===== config.mk =====
export PLATFORM = sky130hd
export DESIGN_NAME = mw_pin_port
export DESIGN_NICKNAME = d
export VERILOG_FILES = /design/src/rtl/mw_pkg.sv /design/src/rtl/mw_page_match.sv /design/src/rtl/mw_pair_swap.sv /design/src/rtl/mw_rd_mux.sv /design/src/rtl/mw_pin_port.sv
export SDC_FILE = /design/constraint.sdc
export NUM_CORES = 1
export LEC_CHECK = 0
export CAP_MARGIN = 20
export CORE_AREA = 2 2 39 41
export CTS_CLUSTER_SIZE = 28
export DETAILED_ROUTE_END_ITERATION = 10
export DIE_AREA = 0 0 41 43
export DONT_BUFFER_PORTS = 1
export SKIP_LAST_GASP = 1
export SYNTH_ARGS = -nofsm -noshare
export SYNTH_HDL_FRONTEND = slang
export SYNTH_HIERARCHICAL = 1
export SYNTH_SLANG_ARGS = --single-unit

===== constraint.sdc =====
create_clock -name clk -period 0.89 [get_ports clk]
set_input_delay 0.178 -clock clk [delete_from_list [all_inputs] [get_ports clk]]
set_output_delay 0.178 -clock clk [all_outputs]
set_load 0.02 [all_outputs]

===== src/rtl/mw_pkg.sv =====
package mw_pkg;

    localparam int PIN_W = 3;

    typedef struct packed {
        logic [PIN_W-1:0] lat;
        logic             cs;
        logic             sck;
        logic             sdi;
    } mw_state_t;

endpackage


===== src/rtl/mw_page_match.sv =====
module mw_page_match #(
    parameter int             ADDR_W = 16,
    parameter int             PAGE_W = 8,
    parameter logic [PAGE_W-1:0] PAGE = '0
) (
    input  logic [ADDR_W-1:0] addr,
    input  logic              en,
    output logic              hit
);
    localparam int LOW_W = ADDR_W - PAGE_W;

    always_comb begin
        hit = en && (addr[ADDR_W-1:LOW_W] == PAGE);
    end
endmodule


===== src/rtl/mw_pair_swap.sv =====
module mw_pair_swap #(
    parameter int W = 3
) (
    input  logic [W-1:0] din,
    input  logic         swap,
    output logic [W-1:0] dout
);
    generate
        if (W > 2) begin : g_upper
            assign dout[W-1:2] = din[W-1:2];
        end
    endgenerate

    assign dout[1] = swap ? din[0] : din[1];
    assign dout[0] = swap ? din[1] : din[0];
endmodule


===== src/rtl/mw_rd_mux.sv =====
module mw_rd_mux #(
    parameter int DATA_W = 8,
    parameter int DO_BIT = 2
) (
    input  logic              hit,
    input  logic              sdo,
    output logic [DATA_W-1:0] rdata
);
    generate
        for (genvar i = 0; i < DATA_W; i++) begin : g_bit
            if (i == DO_BIT) begin : g_do
                assign rdata[i] = hit & sdo;
            end else begin : g_zero
                assign rdata[i] = 1'b0;
            end
        end
    endgenerate
endmodule


===== src/rtl/mw_pin_port.sv =====
module mw_pin_port
    import mw_pkg::*;
#(
    parameter int                ADDR_W  = 16,
    parameter int                DATA_W  = 8,
    parameter int                PAGE_W  = 8,
    parameter logic [PAGE_W-1:0] WR_PAGE = 8'h52,
    parameter logic [PAGE_W-1:0] RD_PAGE = 8'h55,
    parameter int                DO_BIT  = 2
) (
    input  logic              clk,
    input  logic              rst_n,
    input  logic [ADDR_W-1:0] cpu_addr,
    input  logic [DATA_W-1:0] cpu_wdata,
    input  logic              cpu_wr,
    input  logic              cpu_rd,
    input  logic              swap_mode,
    input  logic              eep_do,
    output logic              eep_cs,
    output logic              eep_clk,
    output logic              eep_di,
    output logic [DATA_W-1:0] cpu_rdata
);
    localparam int CS_IDX  = PIN_W - 1;
    localparam int SCK_IDX = 1;
    localparam int SDI_IDX = 0;

    logic             wr_hit;
    logic             rd_hit;
    logic [PIN_W-1:0] wr_bits;
    logic [PIN_W-1:0] lat_next;
    logic [PIN_W-1:0] pin_next;
    mw_state_t        st_d;
    mw_state_t        st_q;

    mw_page_match #(.ADDR_W(ADDR_W), .PAGE_W(PAGE_W), .PAGE(WR_PAGE)) u_wr_dec (
        .addr (cpu_addr),
        .en   (cpu_wr),
        .hit  (wr_hit)
    );

    mw_page_match #(.ADDR_W(ADDR_W), .PAGE_W(PAGE_W), .PAGE(RD_PAGE)) u_rd_dec (
        .addr (cpu_addr),
        .en   (cpu_rd),
        .hit  (rd_hit)
    );

    // Exchange on the way in
    mw_pair_swap #(.W(PIN_W)) u_in_swap (
        .din  (cpu_wdata[PIN_W-1:0]),
        .swap (swap_mode),
        .dout (wr_bits)
    );

    assign lat_next = wr_hit ? wr_bits : st_q.lat;

    // Exchange on the way out, using the same mode level
    mw_pair_swap #(.W(PIN_W)) u_out_swap (
        .din  (lat_next),
        .swap (swap_mode),
        .dout (pin_next)
    );

    mw_rd_mux #(.DATA_W(DATA_W), .DO_BIT(DO_BIT)) u_rd_mux (
        .hit   (rd_hit),
        .sdo   (eep_do),
        .rdata (cpu_rdata)
    );

    always_comb begin
        st_d     = st_q;
        st_d.lat = lat_next;
        st_d.cs  = pin_next[CS_IDX];
        st_d.sck = pin_next[SCK_IDX];
        st_d.sdi = pin_next[SDI_IDX];
    end

    always_ff @(posedge clk or negedge rst_n) begin
        if (!rst_n) begin
            st_q <= '0;
        end else begin
            st_q <= st_d;
        end
    end

    assign eep_cs  = st_q.cs;
    assign eep_clk = st_q.sck;
    assign eep_di  = st_q.sdi;
endmodule


# After elaboration in Yosys (flattened, before gate mapping)

Cells that the tools add are included.

Reduce and logical (&&, ||, !) cells: 2
Bitwise logic cells: 1
Equality and inequality tests: 2
Muxes and demuxes: 5

Operators by type and width:

| kind                                                            | count |
|---|---|
| 8-bit by 7-bit == test with 1-bit output, second input constant | 2 |
| 1-bit 2-to-1 mux                                                | 4 |
| 3-bit 2-to-1 mux                                                | 1 |
| 1-bit logical AND                                               | 2 |
| 1-bit bitwise AND                                               | 1 |

Word-level logic and storage cells: 14
Output and inout port bits: 11
Register bits: 6

# Logic depth before layout (Yosys ltp)

Word-level depth: 4
Gate-level depth with buffers: 4
Mapped depth without buffers: 4

# Cells and area by module

Netlist, hierarchy kept.

Modules (own cells, without submodules):

| module                   | cells each | seq. area each (um^2) | times used | area each (um^2) |
|---|---|---|---|---|
| mw_pin_port              | 9          | 150.1                 | 1          | 183.9 |
| mw_rd_mux                | 9          | 0.0                   | 1          | 62.6 |
| mw_pair_swap             | 3          | 0.0                   | 2          | 30.0 |
| mw_page_match (u_wr_dec) | 3          | 0.0                   | 1          | 30.0 |
| mw_page_match (u_rd_dec) | 3          | 0.0                   | 1          | 28.8 |

# Worst setup path after synthesis

No wires, ideal clock.

Path kind: input to register
Start point: input cpu_addr[8]
End point: register st_q (netlist bit eep_clk)
Path buffers: 0
Library setup time: 0.125 ns
Data required time: 0.765 ns
Slack: -0.673 ns
Cell stages on the path: 4
Arrival time: 1.438 ns
Cell sequence: or3b_1 -> nor4_2 -> mux2_2 -> mux2_2

Cells in the longest elaborated chain, start to end: 4

RTL lines:

| what                                     | line                | text |
|---|---|---|
| start, declared                          | mw_pin_port.sv:13   | `input logic [ADDR_W-1:0] cpu_addr,` |
| 8-bit by 7-bit == test with 1-bit output | mw_page_match.sv:13 | `hit = en && (addr[ADDR_W-1:LOW_W] == PAGE);` |
| 1-bit logical AND                        | mw_page_match.sv:13 |  |
| net wr_hit                               | mw_pin_port.sv:28   | `logic wr_hit;` |
| 3-bit 2-to-1 mux                         | mw_pin_port.sv:55   | `assign lat_next = wr_hit ? wr_bits : st_q.lat;` |
| net lat_next[0]                          | mw_pin_port.sv:31   | `logic [PIN_W-1:0] lat_next;` |
| 1-bit 2-to-1 mux                         | mw_pair_swap.sv:14  | `assign dout[1] = swap ? din[0] : din[1];` |
| net pin_next[1]                          | mw_pin_port.sv:32   | `logic [PIN_W-1:0] pin_next;` |
| end signal, assigned                     | mw_pin_port.sv:82   | `st_q <= st_d;` |
| end, declared                            | mw_pin_port.sv:34   | `mw_state_t st_q;` |

The timed path passes the listed nets, and every way through them passes these cells.

# Worst setup path in the final report

Start point: input cpu_addr[8]
End point: register st_q (netlist bit eep_di)

Cells in the longest elaborated chain, start to end: 4

RTL lines:

| what                                     | line                | text |
|---|---|---|
| 8-bit by 7-bit == test with 1-bit output | mw_page_match.sv:13 |  |
| 1-bit logical AND                        | mw_page_match.sv:13 |  |
| net wr_hit                               | mw_pin_port.sv:28   |  |
| 3-bit 2-to-1 mux                         | mw_pin_port.sv:55   |  |
| net lat_next[1]                          | mw_pin_port.sv:31   |  |
| 1-bit 2-to-1 mux                         | mw_pair_swap.sv:15  | `assign dout[0] = swap ? din[1] : din[0];` |
| net pin_next[0]                          | mw_pin_port.sv:32   |  |

The timed path passes the listed nets, and every way through them passes these cells.

==> flow_summary.yaml <==
status:
  status: "complete, but fails checks"
  violations: "negative setup slack"
timing:
  worst_slack_ns: -0.430
  setup_viol: 7
  fin_crit_sh_pct: 148
  finClkSkew_ns: 0.000759
  period_needed_ns: 1.32
  grt_setup_unrepaired: "true"
  hold_viol: 0
  fmax_mhz: 758
  slew_viol_final: 0
worst_setup_path:
  rrSetupSlack_ns: -0.14
  crit_required_ns: 1.01
  crit_chain: "or3b_4 > nor4_4 > mux2_4 > mux2_2"
  critPathSlowestCell: "or3b_4"
  rr_endpoint: "eep_di"
  startpoint_type: "input pin"
  path_class: "in2reg"
  startpoint: "cpu_addr[8]"
  r2r_cells: 2
  arrival_ns: 1.44
  reg2reg_from: "st_q[3]"
  max_stage_delay_ns: 0.38
  critPathMaxFanout: 3
  worstSetupEndpointType: "flop"
final_layout:
  multi_input_area_um2: 195
  fill_cells: 161
  register_area_um2: 151
  antennaDiodeCount: 0
  fin_nets: 64
  fin_util_pct: 29.4
  drive_gt1_share_pct: 46.9
  syn_to_final_growth_pct: 11.3
hold_path:
  worstHoldStart: "swap_mode"
  whs_endpoint: "eep_clk"
  whs_path_depth: 1
  hp-class: "in2reg"
job:
  drv_cap: 0
yosys:
  seq_area_frac_synth_pct: 41.1
  synth_cells: 30
  synthDistinctLibCells: 10
  synth_warnings: 6
  synth_area_leaders: "dfrtp_1 41%, mux2_2 22%, buf_4 18%, nand4b_1 4.8%, and4bb_1 3.4%"
  synth_seq_cells: 6
  netlist_area_um2: 365
  synth_top_cell_by_area: "dfrtp_1"
  synth_area_per_cell_um2: 12.2
  yosysTopAreaCellShare_pct: 41.1
cts:
  clock_path_buffers: 2
  cts.clk_slew.worst_paths_ns: 0.04
  clk_latency_ns: 0.24
  cts_root_buffer: "clkbuf_4"
  cts_tree: "built"
  cts_sinks: 6
  cts_buffers: 3
  htreeDepth: 1
power:
  vdd_drop_max_mv: 0.662
  switching_share_pct: 23.2
  power.leakage_nw: 0.187
  p_comb_share_pct: 12.1
  pwr_density_cell_nw_per_um2: 1510
  p_int_uw: 472
  clock_power_share_pct: 38.5
  p_switching_uw: 142
  seq_power_share_pct: 49.4
detailed_routing:
  drt-vias-per-instance: 4.29
  first_iter_violations: 0
  ant_nets: 0
  vias: 206
  firstDrtPassIters: 1
  wl_per_cell_um: 14.3
  drc_errors: 0
  wirelength_um: 686
grt:
  grt_overflow: 0
  grtUsageTotal_pct: 9.63
  grt_pass1_vias: 250
  grt_first_pass_wirelength_um: 986
  antenna_found_initial: 0
  grt_max_degree: 7
floorplan:
  dieArea_um2: 1760
  coreArea_um2: 1380
  num_rows: 14
  initial_utilization_pct: 26.4
  io_pins: 41
  die_h_um: 43
  die_x_um: 41
place:
  portBuffers: 0
  gp_congestion: 0.668
  dp_hpwl_um: 610
  post-place-ws_ns: -0.683
## Yosys cell counts
master	n
nor4_2	1
and4bb_1	1
and2_1	1
dfrtp_1	6
buf_4	9
or3b_1	1
mux2_2	7
nor3b_1	1
conb_1	1
nand4b_1	2
## registers in the layout (all words and copies together) (netlist names)
| name | cells |
|---|---|
| eep_clk | 1 |
| eep_cs | 1 |
| eep_di | 1 |
| st_q | 3 |
## worst max-delay path: cells and delay by family
family           cells  cell delay, ns
muxes                2            0.62
and+or+nand+nor      2            0.63
## power by group through the flow
stage          logic [mW]  registers, mW  clock network (mW)
2_1_floorplan      0.0898          0.304                   0
3_3_place_gp       0.0620          0.306                   0
3_5_place_dp       0.0645          0.307                   0
4_1_cts            0.0745          0.303               0.253
5_1_grt            0.0818          0.304               0.286
6_report           0.0742          0.303               0.236
## layout by cell type, fill, tap and decap left out
master	instances
conb_1	7
dfrtp_1	5
mux2_2	4
mux2_4	3
clkbuf_4	3
nand4b_1	2
dfrtp_2	1
dlygate4sd3_1	1
buf_4	1
nor3b_1	1
and4bb_1	1
and2_4	1
or3b_4	1
nor4_4	1
## logic make-up (layout without fill, tap and decap cells)
logic type	count (synthesis)	in the layout	synth area share, %
flip-flops	6	6	41.1
buffers and inverters	9	5	18.5
AND/OR/NAND/NOR	7	7	17.8
multiplexers	7	7	21.6
other	1	7	1.03
## layer usage
layer	routed length, µm	GRT usage, %	part of all wire [%]
met5	0	0	0
met2	420	16.9	61
met3	60	4.71	8.7
met4	0	8.00	0
met1	205	6.64	30
## how the worst max path moves through the flow
stage,depth (start not counted),end
detailed placement,4,eep_di
floorplan,4,eep_clk
CTS,4,eep_di
finish,4,eep_di
global placement,4,eep_clk
global route,4,eep_di
## cell type report
cell class                 count  area share (%)
multi-input combinational     21            48.0
tap                           16            4.92
timing repair buffer           2            4.31
sequential                     6            37.2
clock buffer                   3            5.54
## per-stage QoR
stage	power, mW	cell area, µm²	cells	hold slack (ns)	TNS [ns]
floorplan	0.394	409	36	-0.118	-2.86
global placement	0.368	369	44	-0.117	-3.22
detailed placement	0.372	369	44	-0.117	-3.34
CTS	0.631	405	48	0.0877	-1.77
global route	0.671	407	48	0.0809	-1.92
finish	0.614	407	48	0.0990	-1.74
## what timing repair did
item | in CTS | in global routing
cloned | 0 | 0
hold endpoints to repair | 6 | 0
endpoints found under the setup margin | 7 | 10
resized for setup | 1 | 1
hold buffers | 1 | 0
buffers inserted | 0 | 0
(Power assumes the default switching activity.)
